**config.mk**
```make
export PLATFORM = sky130hd
export DESIGN_NAME = psm_pi_ctrl
export DESIGN_NICKNAME = d
export VERILOG_FILES = /design/src/rtl/psm_pi_ctrl.sv
export SDC_FILE = /design/constraint.sdc
export NUM_CORES = 1
export LEC_CHECK = 0
export BUFFER_PORTS_ARGS = -buffer_cell sky130_fd_sc_hd__buf_2
export CAP_MARGIN = 20
export CELL_PAD_IN_SITES_DETAIL_PLACEMENT = 0
export CELL_PAD_IN_SITES_GLOBAL_PLACEMENT = 1
export CORE_UTILIZATION = 50
export DETAILED_ROUTE_END_ITERATION = 6
export HOLD_SLACK_MARGIN = 0.08
export PLACE_DENSITY = 0.82
export SLEW_MARGIN = 30
export SYNTH_ARGS = -nofsm -noshare
export SYNTH_HDL_FRONTEND = slang
export SYNTH_SLANG_ARGS = --single-unit
```
**constraint.sdc**
```tcl
create_clock -name clk -period 22.2 [get_ports clk]
set_clock_uncertainty 0.05 [all_clocks]
set_input_delay 1.11 -clock clk [delete_from_list [all_inputs] [get_ports clk]]
set_output_delay 1.11 -clock clk [all_outputs]
set_load 0.01 [all_outputs]
```
**src/rtl/psm_pi_ctrl.sv**
```systemverilog
module psm_pi_ctrl #(
  parameter int ADC_W    = 8,
  parameter int SKIP_W   = 6,
  parameter int NUP      = 499,
  parameter int KP       = 50,
  parameter int KI_NUM   = 13,
  parameter int KI_SHIFT = 7
) (
  input  logic                           clk,
  input  logic                           rst_n,
  input  logic                           tick,
  input  logic [ADC_W-1:0]               adc_code,
  input  logic [ADC_W-1:0]               ref_code,
  input  logic                           psm_en,
  input  logic [SKIP_W-1:0]              skip_n,
  output logic [$clog2(NUP+1)-1:0]       cmd,
  output logic                           cmd_valid
);
  localparam int CMD_W = $clog2(NUP + 1);
  localparam int E_W   = ADC_W + 1;
  localparam int ACC_W = CMD_W + KI_SHIFT + 2;
  localparam int P_W   = E_W + $clog2(KP + 1) + 1;
  localparam int MW    = ((ACC_W > P_W) ? ACC_W : P_W) + 2;
  localparam logic signed [MW-1:0] KP_C  = MW'(KP);
  localparam logic signed [MW-1:0] KI_C  = MW'(KI_NUM);
  localparam logic signed [MW-1:0] I_MAX = MW'(NUP * (2 ** KI_SHIFT));
  localparam logic signed [MW-1:0] C_MAX = MW'(NUP);

  logic [SKIP_W-1:0]        phase;
  logic signed [MW-1:0]     integ;
  logic signed [E_W-1:0]    err;
  logic signed [MW-1:0]     err_x, integ_sum, integ_nx, pi_sum;
  logic [CMD_W-1:0]         cmd_nx;
  logic                     take;

  assign err   = $signed({1'b0, ref_code}) - $signed({1'b0, adc_code});
  assign err_x = {{(MW-E_W){err[E_W-1]}}, err};
  assign take  = tick && (!psm_en || phase == '0);

  assign integ_sum = integ + KI_C * err_x;
  assign integ_nx  = (integ_sum < 0) ? '0 : (integ_sum > I_MAX) ? I_MAX : integ_sum;
  assign pi_sum    = KP_C * err_x + (integ_nx >>> KI_SHIFT);
  assign cmd_nx    = (pi_sum < 0) ? '0 : (pi_sum > C_MAX) ? CMD_W'(NUP) : pi_sum[CMD_W-1:0];

  always_ff @(posedge clk) begin
    if (!rst_n) begin
      phase <= '0;
    end else if (tick) begin
      if (!psm_en || phase >= skip_n) phase <= '0;
      else                            phase <= phase + 1'b1;
    end
  end

  always_ff @(posedge clk) begin
    if (!rst_n) begin
      integ     <= '0;
      cmd       <= '0;
      cmd_valid <= 1'b0;
    end else begin
      cmd_valid <= take;
      if (take) begin
        integ <= integ_nx;
        cmd   <= cmd_nx;
      end
    end
  end
endmodule

```
# Yosys cells after proc, flatten, opt, wreduce, memory -nomap -nowiden
# Index checks and enable logic that the tools add are counted.
# totals
reg_bits,36
in_bits,26
out_inout_bits,10
# classes
addsub,4
mux,5
n_reduce_logical,5
n_lt_le_gt_ge,5
multipliers,2
# ops
op,n
$mux W20,2
$add A20 B14 Y20,1
$gt A20 B17 Y1 const B,1
$lt A20 B1 Y1 const B,1
$mux W9,2
$add A16 B13 Y17,1
$gt A17 B10 Y1 const B,1
$lt A17 B1 Y1 const B,1
$mul A6 B9 Y15 const A,1
$mul A5 B9 Y14 const A,1
$sub A8 B8 Y9,1
$add A6 B1 Y6 const B,1
$ge A6 B6 Y1,1
$logic_not A6 Y1,1
$mux W6,1
$logic_or A1 B1 Y1,2
$logic_and A1 B1 Y1,1
$logic_not A1 Y1,1

# Depth between registers and ports, before layout
# Gate-level depths: netlist (run 1).
# depth
depth_word,10
depth_mapped,40

# Worst setup path before layout (run 1)
# Ideal clock, no wire load.
# synth_path
kind,input -> register
from,in ref_code[0]
to,reg cmd[0]
required_ns,22.011
setup_ns,0.139
stages,37
arrival_time_ns,9.348
setup_slack_ns,12.663
cell_sequence,inv_1 ha_1 inv_1 fa_1 a21oi_1 nor2b_1 a31oi_1 o2bb2ai_1 clkbuf_1 ha_1 fa_1 inv_1 fa_1 inv_1 ha_1 nand2_1 o21ai_0 nor2b_1 nor3_1 xor2_1 nor4_1 nand2_1 o21ai_0 nor2_1 nand2_1 inv_1 ha_1 a21o_1 a21oi_1 nor2b_1 nor2b_1 a311oi_1 a31oi_1 a2111oi_4 nor3_2 a211oi_2 a311oi_1
# synth_between
elab_chain_cells,10
word_cells_on_any_way,13
classes_between,3 x add/sub; 2 x mul; 4 x order compare; 4 x mux
# synth_lines
item,line_no,rtl
"start, declared",13,"input logic [ADC_W-1:0] ref_code,"
$sub A8 B8 Y9 *,36,"assign err = $signed({1'b0, ref_code}) - $signed({1'b0, adc_code});"
$mul A5 B9 Y14 *,40,assign integ_sum = integ + KI_C * err_x;
$add A20 B14 Y20 *,40,
$gt A20 B17 Y1,41,assign integ_nx = (integ_sum < 0) ? '0 : (integ_sum > I_MAX) ? I_MAX : integ_sum;
$mux W20,41,
$mux W20 *,41,
net integ_nx[9],32,"logic signed [MW-1:0] err_x, integ_sum, integ_nx, pi_sum;"
$add A16 B13 Y17 *,42,assign pi_sum = KP_C * err_x + (integ_nx >>> KI_SHIFT);
$gt A17 B10 Y1,43,assign cmd_nx = (pi_sum < 0) ? '0 : (pi_sum > C_MAX) ? CMD_W'(NUP) : pi_sum[CMD_W-1:0];
$mux W9,43,
$mux W9 *,43,
"end signal, assigned",63,cmd <= cmd_nx;
"end, declared",16,"output logic [$clog2(NUP+1)-1:0] cmd,"
# The timed path passes the listed nets; every way through them passes the cells marked *.
# A chain may end at the register's enable or synchronous reset.

# Worst setup path in the final report (run 1)
# layout_path
from,in adc_code[1]
to,reg cmd[2]
# layout_between
elab_chain_cells,10
word_cells_on_any_way,13
classes_between,3 x add/sub; 2 x mul; 4 x order compare; 4 x mux
# layout_lines
item,line_no,rtl
"start, declared",12,"input logic [ADC_W-1:0] adc_code,"
$sub A8 B8 Y9 *,36,
$mul A5 B9 Y14 *,40,
$add A20 B14 Y20 *,40,
$gt A20 B17 Y1,41,
$mux W20,41,
$mux W20 *,41,
net integ_nx[9],32,
$add A16 B13 Y17 *,42,
$gt A17 B10 Y1,43,
$mux W9,43,
$mux W9 *,43,
# Marks and branches as above.

==> results of run 1 <==
## logic make-up (layout without fill, tap and decap cells)
| logic type | after synthesis | after routing |
|---|---|---|
| xor gates and xnor gates | 46 | 46 |
| buffers and inverters | 121 | 155 |
| DFF | 35 | 35 |
| muxes | 6 | 6 |
| other | 1 | 3 |
| AOI/OAI and AO/OA | 166 | 166 |
| adders and majority gates | 137 | 137 |
| and+or+nand+nor | 184 | 184 |
## through the flow
step	setup slack [ps]	instance area (um2)	util, %
3_5_place_dp	12150	6042	55.01
3_3_place_gp	12410	6042	55.01
2_1_floorplan	12660	5705	-
4_1_cts	12420	6183	56.30
6_report	12290	6183	56.30
5_1_grt	11570	6183	56.30
## flip-flops by register name, summed over array words and instances, names as in the netlist
name / flops
cmd: 9
phase: 6
integ: 19
cmd_valid: 1
## area by class of cell
type	count	area (um2)
sequential	35	700.7
multi-input combinational	542	4559
fill	1053	4800
clock buffer	6	128.9
timing repair buffer	38	197.7
tap	140	175.2
clock inverter	2	12.51
inverter	109	409.1
## placed cells by master, fill, tap and decap left out, types with 7 or more instances in the layout
master,count
fa_1,33
a21o_1,18
nand2_1,66
o21ai_0,24
xnor2_1,24
xor2_1,22
and2_1,10
ha_1,104
nor3_1,10
o21a_1,10
dfxtp_1,35
a21boi_0,16
nand3_1,14
buf_2,35
nor2_1,34
nand4_1,7
inv_1,108
nor2b_1,14
a21oi_1,37
## worst max-delay path by stage
stage                           start      to  cells past startpoint
after floorplan           ref_code[0]  cmd[0]                     37
after global placement    adc_code[1]  cmd[0]                     39
after detailed placement  adc_code[1]  cmd[0]                     39
after CTS                 adc_code[1]  cmd[2]                     38
after global routing      adc_code[1]  cmd[2]                     39
final                     adc_code[1]  cmd[2]                     39
## per-layer routing
layer / vias up / part of all wire (%) / track usage (%)
met5: - / 0 / 0
met4: 0 / 0.77 / 3.764
met3: 11 / 3.3 / 3.228
met2: 93 / 48 / 42.00
met1: 2348 / 48 / 32.55
li1: 2463 / - / -
## worst register-to-register path, delay by kind of cell, from the launching register on
| family | cells | cell delay [ps] |
|---|---|---|
| AO/OA/AOI/OAI | 14 | 3520 |
| AND/OR/NAND/NOR | 6 | 1330 |
| buffers and inverters | 3 | 180 |
| adder cells (fa/ha/maj) | 5 | 1890 |
| flip-flops | 1 | 310 |
==> summary.md, run 1 <==
| Metric | Value |
|---|---|
| Startpoint Class | `input port` |
| Final hold slack | `416.9 ps` |
| Clock Tree Root | `clkbuf_16` |
| Slew headroom | `49.95%` |
| WP data required | `22380 ps` |
| Later-pin clock latency in the skew report | `290 ps` |
| Post-synth top cells | `108 x inv_1, 104 x ha_1, 66 x nand2_1` |
| Share of the synthesized area in the top cell type | `22.84%` |
| GP Congestion | `0.9260` |
| DRC | `0` |
| Synth Area in XOR/XNOR | `7.071%` |
| CP Buf/Inv Count | `5` |
| Critical path fanouts, max | `9` |
| Final setup vio count | `0` |
| Cells after Synth | `696` |
| Worst Setup End Kind | `register` |
| Share of cells above drive strength 1 | `8.060%` |
| Core box area | `10980 um2` |
| Post-Layout Cell Count | `872` |
| Most numerous cell in the Yosys netlist | `inv_1` |
| Buffers from clock root to sink, at most | `2` |
| Layout area overhead | `8.520%` |
| H-tree levels | `2` |
| Synth top area cells | `ha_1 23%, dfxtp_1 12%, fa_1 12%` |
| Max-Cap Viols | `0` |
| RSZ-0062 raised after global routing | `false` |
| DRT Pass-1 Iters | `5` |
| First-pass GRT wire length | `22.38 mm` |
| Drt via density | `5.636` |
| Worst slew pin tran | `745.5 ps` |
| Die Ht | `108.8 um` |
| Antenna diode count | `0` |
| Pin count of the biggest net entering global routing | `38` |
| Setup tns final | `0 ps` |
| Clk slew on worst S/H paths | `60 ps` |
| Status | `complete, no violations` |
| CP peak stage delay | `540 ps` |
| Hold EP | `cmd[8]` |
| CP top delay family | `compound AO/OA/AOI/OAI gates` |
| Clk sinks | `35` |
| Yosys top cell by area | `ha_1` |
| Clock period minus worst slack | `9909 ps` |
| Adder-cell share of the synthesized area | `34.43%` |
| HP Class | `register to register` |
| Die footprint | `11830 um2` |
| Post-route ant nets | `0` |
| R2r endpoint | `cmd[2]` |
| FF-to-FF path depth | `28` |
| Initial core utilization | `51.88%` |
| Site row count | `38` |
| Sequential fraction of the synthesis area | `12.30%` |
| Compound-cell area share of the yosys netlist | `21.37%` |
| FF+latch count, synth | `35` |
| Arrival time worst endpoint | `10090 ps` |
| Crit share post-route | `44.64%` |
| Worst hold start | `cmd[8]` |
| Slowest-stage cell, CP | `fa_1` |
| Fin. Hold Viols | `0` |
| Drt wl/cell | `15.59 um` |
| Gr usage total | `24.26%` |
| Mux cell area share after synthesis | `1.054%` |
| Clock buffer count from CTS | `5` |
| Placed Cells | `864` |
| Post-CTS Hold Buffers | `0` |
| Initial antenna violation count | `0` |
| Crit Path Class | `input port to register` |
| Via count | `4915` |
| Post-synthesis instance area | `5698 um2` |
| Post-Synth Simple-Gate Area | `15.57%` |
| Unique masters post-synth | `65` |
| Largest family of logic cells by synthesized area | `adder cells` |
| Hold Path Stages | `2` |
| Primary FF master, synth | `dfxtp_1` |
| R2r setup slk | `14850 ps` |
| EDFF count, synth | `0` |
| Overflow after GRT | `0` |
| Async SR Flop Fraction | `0%` |
| DP HPWL | `11.30 mm` |
| Reg2reg start | `integ[6]` |
| Drt first-iter violations | `238` |
| Synthesized area per cell | `8.187 um2` |
| Vias in the first global route | `4649` |
| # port buffers | `35` |
| Cts repair resizes | `0` |
| Nets | `894` |
| Buffers inserted by post-CTS timing repair | `0` |
| # IOs | `36` |
| Highest clock rate | `100.9 MHz` |
| Max-slew violation count | `0` |
| CTS tree | `built` |
| Chip Width | `108.8 um` |
| Yosys warns | `0` |
| Post-Route WL | `13.60 mm` |
Power of run 1 is left out: the tool's default activity adds up to more than one toggle a clock period on the data nets, which glitch-free logic cannot reach.
==> inputs of run 2 (changes only) <==
--- a/config.mk
+++ b/config.mk
@@ -9,10 +9,10 @@
 export CAP_MARGIN = 20
 export CELL_PAD_IN_SITES_DETAIL_PLACEMENT = 0
 export CELL_PAD_IN_SITES_GLOBAL_PLACEMENT = 1
-export CORE_UTILIZATION = 50
+export CORE_UTILIZATION = 48
 export DETAILED_ROUTE_END_ITERATION = 6
 export HOLD_SLACK_MARGIN = 0.08
-export PLACE_DENSITY = 0.82
+export PLACE_DENSITY = 0.79
 export SLEW_MARGIN = 30
 export SYNTH_ARGS = -nofsm -noshare
 export SYNTH_HDL_FRONTEND = slang
==> constraint.sdc (replaced) <==
create_clock -name clk -period 10.3 [get_ports clk]
set_clock_uncertainty 0.05 [all_clocks]
set_input_delay 0.515 -clock clk [delete_from_list [all_inputs] [get_ports clk]]
set_output_delay 0.515 -clock clk [all_outputs]
set_load 0.01 [all_outputs]
==> run 2 against run 1 <==
Net effect: utilization shrank 2.3 points; non-clock buffer count is the same; critical path depth is the same; die area grew 4.1%; cell count grew 0.34%; count of clock-buffer cells in the layout shrank 1; global-route usage shrank 0.89 points; critical path type unchanged.
==> summary.md, run 2 (synthesis gave the netlist of run 1 again) <==
| Metric | Value |
|---|---|
| Drt wl/cell | `15.65 um` |
| Hold Path Stages | `2` |
| # IOs | `36` |
| Drt first-iter violations | `289` |
| Pin count of the biggest net entering global routing | `28` |
| Status | `complete, no violations` |
| Register Area | `700.7 um2` |
| RSZ-0062 raised after global routing | `false` |
| Max-Cap Viols | `0` |
| Worst Setup End Kind | `register` |
| Crit share post-route | `89.38%` |
| Clock period minus worst slack | `9206 ps` |
| Most flops, register | `integ` |
| Most frequent cells in the layout | `108 x inv_1, 104 x ha_1, 66 x nand2_1, 37 x a21oi_1` |
| Buffers from clock root to sink, at most | `2` |
| Drt via density | `5.511` |
| Largest regs | `integ x19, cmd x9, phase x6` |
| Final worst-path setup slack | `1094 ps` |
| # port buffers | `35` |
| Chip Width | `111.0 um` |
| Clock buffer count from CTS | `5` |
| Later-pin clock latency in the skew report | `290 ps` |
| Max-slew violation count | `0` |
| WP data required | `10480 ps` |
| WP depth | `39` |
| Nets | `894` |
| Slowest-stage cell, CP | `fa_1` |
| CP Buf/Inv Count | `5` |
| Worst slew pin tran | `741.9 ps` |
| Share of cells above drive strength 1 | `8.197%` |
| Layout area overhead | `9.135%` |
| HP Class | `register to register` |
| Die Ht | `111.0 um` |
| Vias in the first global route | `4835` |
| Initial antenna violation count | `0` |
| DRC | `0` |
| Most common cell after layout, fill and taps aside | `inv_1` |
| Fin. Hold Viols | `0` |
| Initial core utilization | `49.48%` |
| DRT Pass-1 Iters | `5` |
| CP top delay family | `compound AO/OA/AOI/OAI gates` |
| Critical path fanouts, max | `9` |
| Gr usage total | `23.37%` |
| Overflow after GRT | `0` |
| Filler cells | `1124` |
| Cts repair resizes | `0` |
| Place WS | `890.1 ps` |
| Final setup vio count | `0` |
| Core box area | `11520 um2` |
| Clock Tree Root | `clkbuf_16` |
| Max FFs per register | `19` |
| FF-to-FF path depth | `28` |
| Buffers inserted by post-CTS timing repair | `0` |
| Crit Path Class | `input port to register` |
| First-pass GRT wire length | `23.28 mm` |
| H-tree levels | `2` |
| Startpoint Class | `input port` |
| Antenna diode count | `0` |
| R2r setup slk | `2980 ps` |
| Post-Route WL | `13.69 mm` |
| Post-Layout Cell Count | `875` |
| Site row count | `39` |
| Via count | `4822` |
| DP HPWL | `11.43 mm` |
| Arrival time worst endpoint | `9390 ps` |
| Area occupied by multi-input gates | `4559 um2` |
| CTS tree | `built` |
| Clk slew on worst S/H paths | `60 ps` |
| Setup tns final | `0 ps` |
| Slew headroom | `50.46%` |
| Placed Cells | `867` |
| GP Congestion | `0.8468` |
| Highest clock rate | `108.6 MHz` |
| Post-route ant nets | `0` |
| Die footprint | `12310 um2` |
| Post-CTS Hold Buffers | `0` |
| CP peak stage delay | `550 ps` |
| Clk sinks | `35` |
## run 2: changes by cell type in the layout (fill, tap and decap cells not counted), sizes merged
cell / previous run / this run
bufinv: 0 / 1
clkbuf: 6 / 5
clkinvlp: 1 / 0
inv: 109 / 110
## run 2: worst min-delay path: cells and delay by family (launching register included)
kind	cells	cell delay (ps)
and+or+nand+nor	1	50
DFF	1	330
AOI/OAI and AO/OA	1	60
## run 2: through the flow
stage / hold slack [ps] / util, % / instance area [um2]
6_report: 415.5 / 54.00 / 6218
4_1_cts: 421.4 / 54.00 / 6218
3_5_place_dp: 398.9 / 52.50 / 6046
3_3_place_gp: 391.6 / 52.50 / 6046
2_1_floorplan: 395.3 / - / 5705
5_1_grt: 435.6 / 54.00 / 6218
## run 2: path summary, 6_finish.rpt
path | from | to
worst max-delay path | adc_code[1] | cmd[3]
worst min-delay path | cmd[7] | cmd[7]
worst max register to register | integ[6] | cmd[3]
worst min register to register | cmd[7] | cmd[7]
## run 2: cell type report
type,count,area share (%)
clock buffer,5,2.012
clock inverter,3,0.7646
inverter,109,6.579
multi-input combinational,542,73.32
sequential,35,11.27
tap,143,2.877
timing repair buffer,38,3.179
## run 2: layer usage
| metal | share of wire, % | track usage (%) |
|---|---|---|
| met3 | 3.0 | 2.460 |
| met4 | 1.2 | 5.662 |
| met2 | 47 | 39.50 |
| met5 | 0 | 0 |
| met1 | 49 | 31.81 |
Power of run 2 is left out for the same reason.
==> inputs of run 3 (changes only) <==
--- a/config.mk
+++ b/config.mk
@@ -9,10 +9,12 @@
 export CAP_MARGIN = 20
 export CELL_PAD_IN_SITES_DETAIL_PLACEMENT = 0
 export CELL_PAD_IN_SITES_GLOBAL_PLACEMENT = 1
-export CORE_UTILIZATION = 48
+export CORE_ASPECT_RATIO = 0.7
+export CORE_UTILIZATION = 49
+export CTS_BUF_LIST = sky130_fd_sc_hd__clkbuf_8
 export DETAILED_ROUTE_END_ITERATION = 6
 export HOLD_SLACK_MARGIN = 0.08
-export PLACE_DENSITY = 0.79
+export PLACE_DENSITY = 0.8
 export SLEW_MARGIN = 30
 export SYNTH_ARGS = -nofsm -noshare
 export SYNTH_HDL_FRONTEND = slang
==> run 3 against run 2 <==
Net effect: count of clock-buffer cells in the layout unchanged; first-iteration DRC count down 31%; utilization up 1.1 points; die area down 2.0%; worst setup slack better by 39 ps; critical path depth down 1; highest routed layer unchanged.
==> summary.md, run 3 (synthesis gave the netlist of run 1 again) <==
| Metric | Value |
|---|---|
| Status | `complete, no violations` |
| CTS tree | `built` |
| Crit share post-route | `89.00%` |
| Slowest-stage cell, CP | `nor2_1` |
| Max FFs per register | `19` |
| Post-CTS Hold Buffers | `0` |
| Layout area overhead | `8.103%` |
| Vias in the first global route | `4737` |
| Die footprint | `12070 um2` |
| Filler cells | `1097` |
| Initial core utilization | `51.01%` |
| Max-slew violation count | `0` |
| Placed cell areas | `6051 um2` |
| Slew headroom | `42.65%` |
| Critical path fanouts, max | `9` |
| Most frequent cells in the layout | `108 x inv_1, 104 x ha_1, 65 x nand2_1, 37 x a21oi_1` |
| Arrival time worst endpoint | `9300 ps` |
| Pin count of the biggest net entering global routing | `28` |
| Register Area | `700.7 um2` |
| # IOs | `36` |
| Clock Tree Root | `clkbuf_8` |
| Final Instance Area | `6160 um2` |
| Crit Path Class | `input port to register` |
| RSZ-0062 raised after global routing | `false` |
| Most common cell after layout, fill and taps aside | `inv_1` |
| Worst Setup End Kind | `register` |
| Startpoint Class | `input port` |
| Core box area | `11170 um2` |
| Drt first-iter violations | `198` |
| Initial antenna violation count | `0` |
| Highest clock rate | `109.1 MHz` |
| Clock period minus worst slack | `9167 ps` |
| Fin. Hold Viols | `0` |
| Share of cells above drive strength 1 | `8.082%` |
| DRC | `0` |
| Largest regs | `integ x19, cmd x9, phase x6` |
| Clock buffer count from CTS | `5` |
| DRT Pass-1 Iters | `5` |
| Buffers inserted by post-CTS timing repair | `0` |
| Clk sinks | `35` |
| H-tree levels | `2` |
| First-pass GRT wire length | `22.89 mm` |
| R2r setup slk | `2950 ps` |
| Antenna diode count | `0` |
| Die Ht | `92.22 um` |
| HP Class | `register to register` |
| Later-pin clock latency in the skew report | `310 ps` |
| Post-Route WL | `13.69 mm` |
| GP Congestion | `0.9695` |
| Crit path from | `adc_code[1]` |
| Most flops, register | `integ` |
| Site row count | `32` |
| Final setup vio count | `0` |
| Reg2reg start | `integ[6]` |
| Buffers from clock root to sink, at most | `2` |
| Drt wl/cell | `15.51 um` |
| Nets | `893` |
| Gr usage total | `24.49%` |
| Drt via density | `5.563` |
| R2r endpoint | `cmd[0]` |
| Via count | `4912` |
| Post-route ant nets | `0` |
| Clk slew on worst S/H paths | `80 ps` |
| Chip Width | `130.9 um` |
| WP data required | `10430 ps` |
| DP HPWL | `11.27 mm` |
| Setup tns final | `0 ps` |
| Area occupied by multi-input gates | `4562 um2` |
| # port buffers | `35` |
| Cts repair resizes | `0` |
| Overflow after GRT | `0` |
| Max-Cap Viols | `0` |
| Worst slew pin tran | `858.8 ps` |
| CP peak stage delay | `580 ps` |
| Worst Setup EP | `cmd[0]` |
| FF-to-FF path depth | `27` |
run 3: worst max-delay path: cells and delay by family:
family | cells | cell delay [ps]
fa+ha+maj | 6 | 2310
compound gates | 16 | 3500
simple gates | 10 | 2230
xor+xnor | 1 | 340
buf+inv | 5 | 380
run 3: worst min path at each step:
stage	depth (start not counted)	slack, ps	startpoint	endpoint
after floorplan	2	400	integ[0]	integ[0]
after global placement	2	390	cmd[8]	cmd[8]
after detailed placement	2	390	cmd[4]	cmd[4]
after CTS	2	410	cmd[4]	cmd[4]
after global routing	2	450	integ[2]	integ[2]
final	2	410	cmd[4]	cmd[4]
run 3: cell type report:
class                      instances  area share [%]
clock buffer                       5           1.117
sequential                        35           11.38
tap                              153           3.108
clock inverter                     2          0.6094
timing repair buffer              37           3.088
multi-input combinational        542           74.06
inverter                         109           6.642
run 3: per-stage QoR:
step	instances	hold slack, ps	util (%)	setup WS (ps)
floorplan	698	395.3	-	1358
global placement	876	387.9	54.17	1239
detailed placement	876	392.4	54.17	948.7
CTS	883	413.2	55.12	1262
global route	883	448.8	55.14	269.3
finish	883	414.0	55.14	1133
run 3: layer usage:
layer	wire length (um)	vias up	track usage [%]	part of all wire (%)
met5	0	-	0	0
met4	116	0	4.310	0.85
met3	884	13	4.726	6.5
met2	5768	137	37.39	42
met1	6921	2299	35.69	51
li1	-	2463	-	-
Power of run 3 is left out for the same reason.
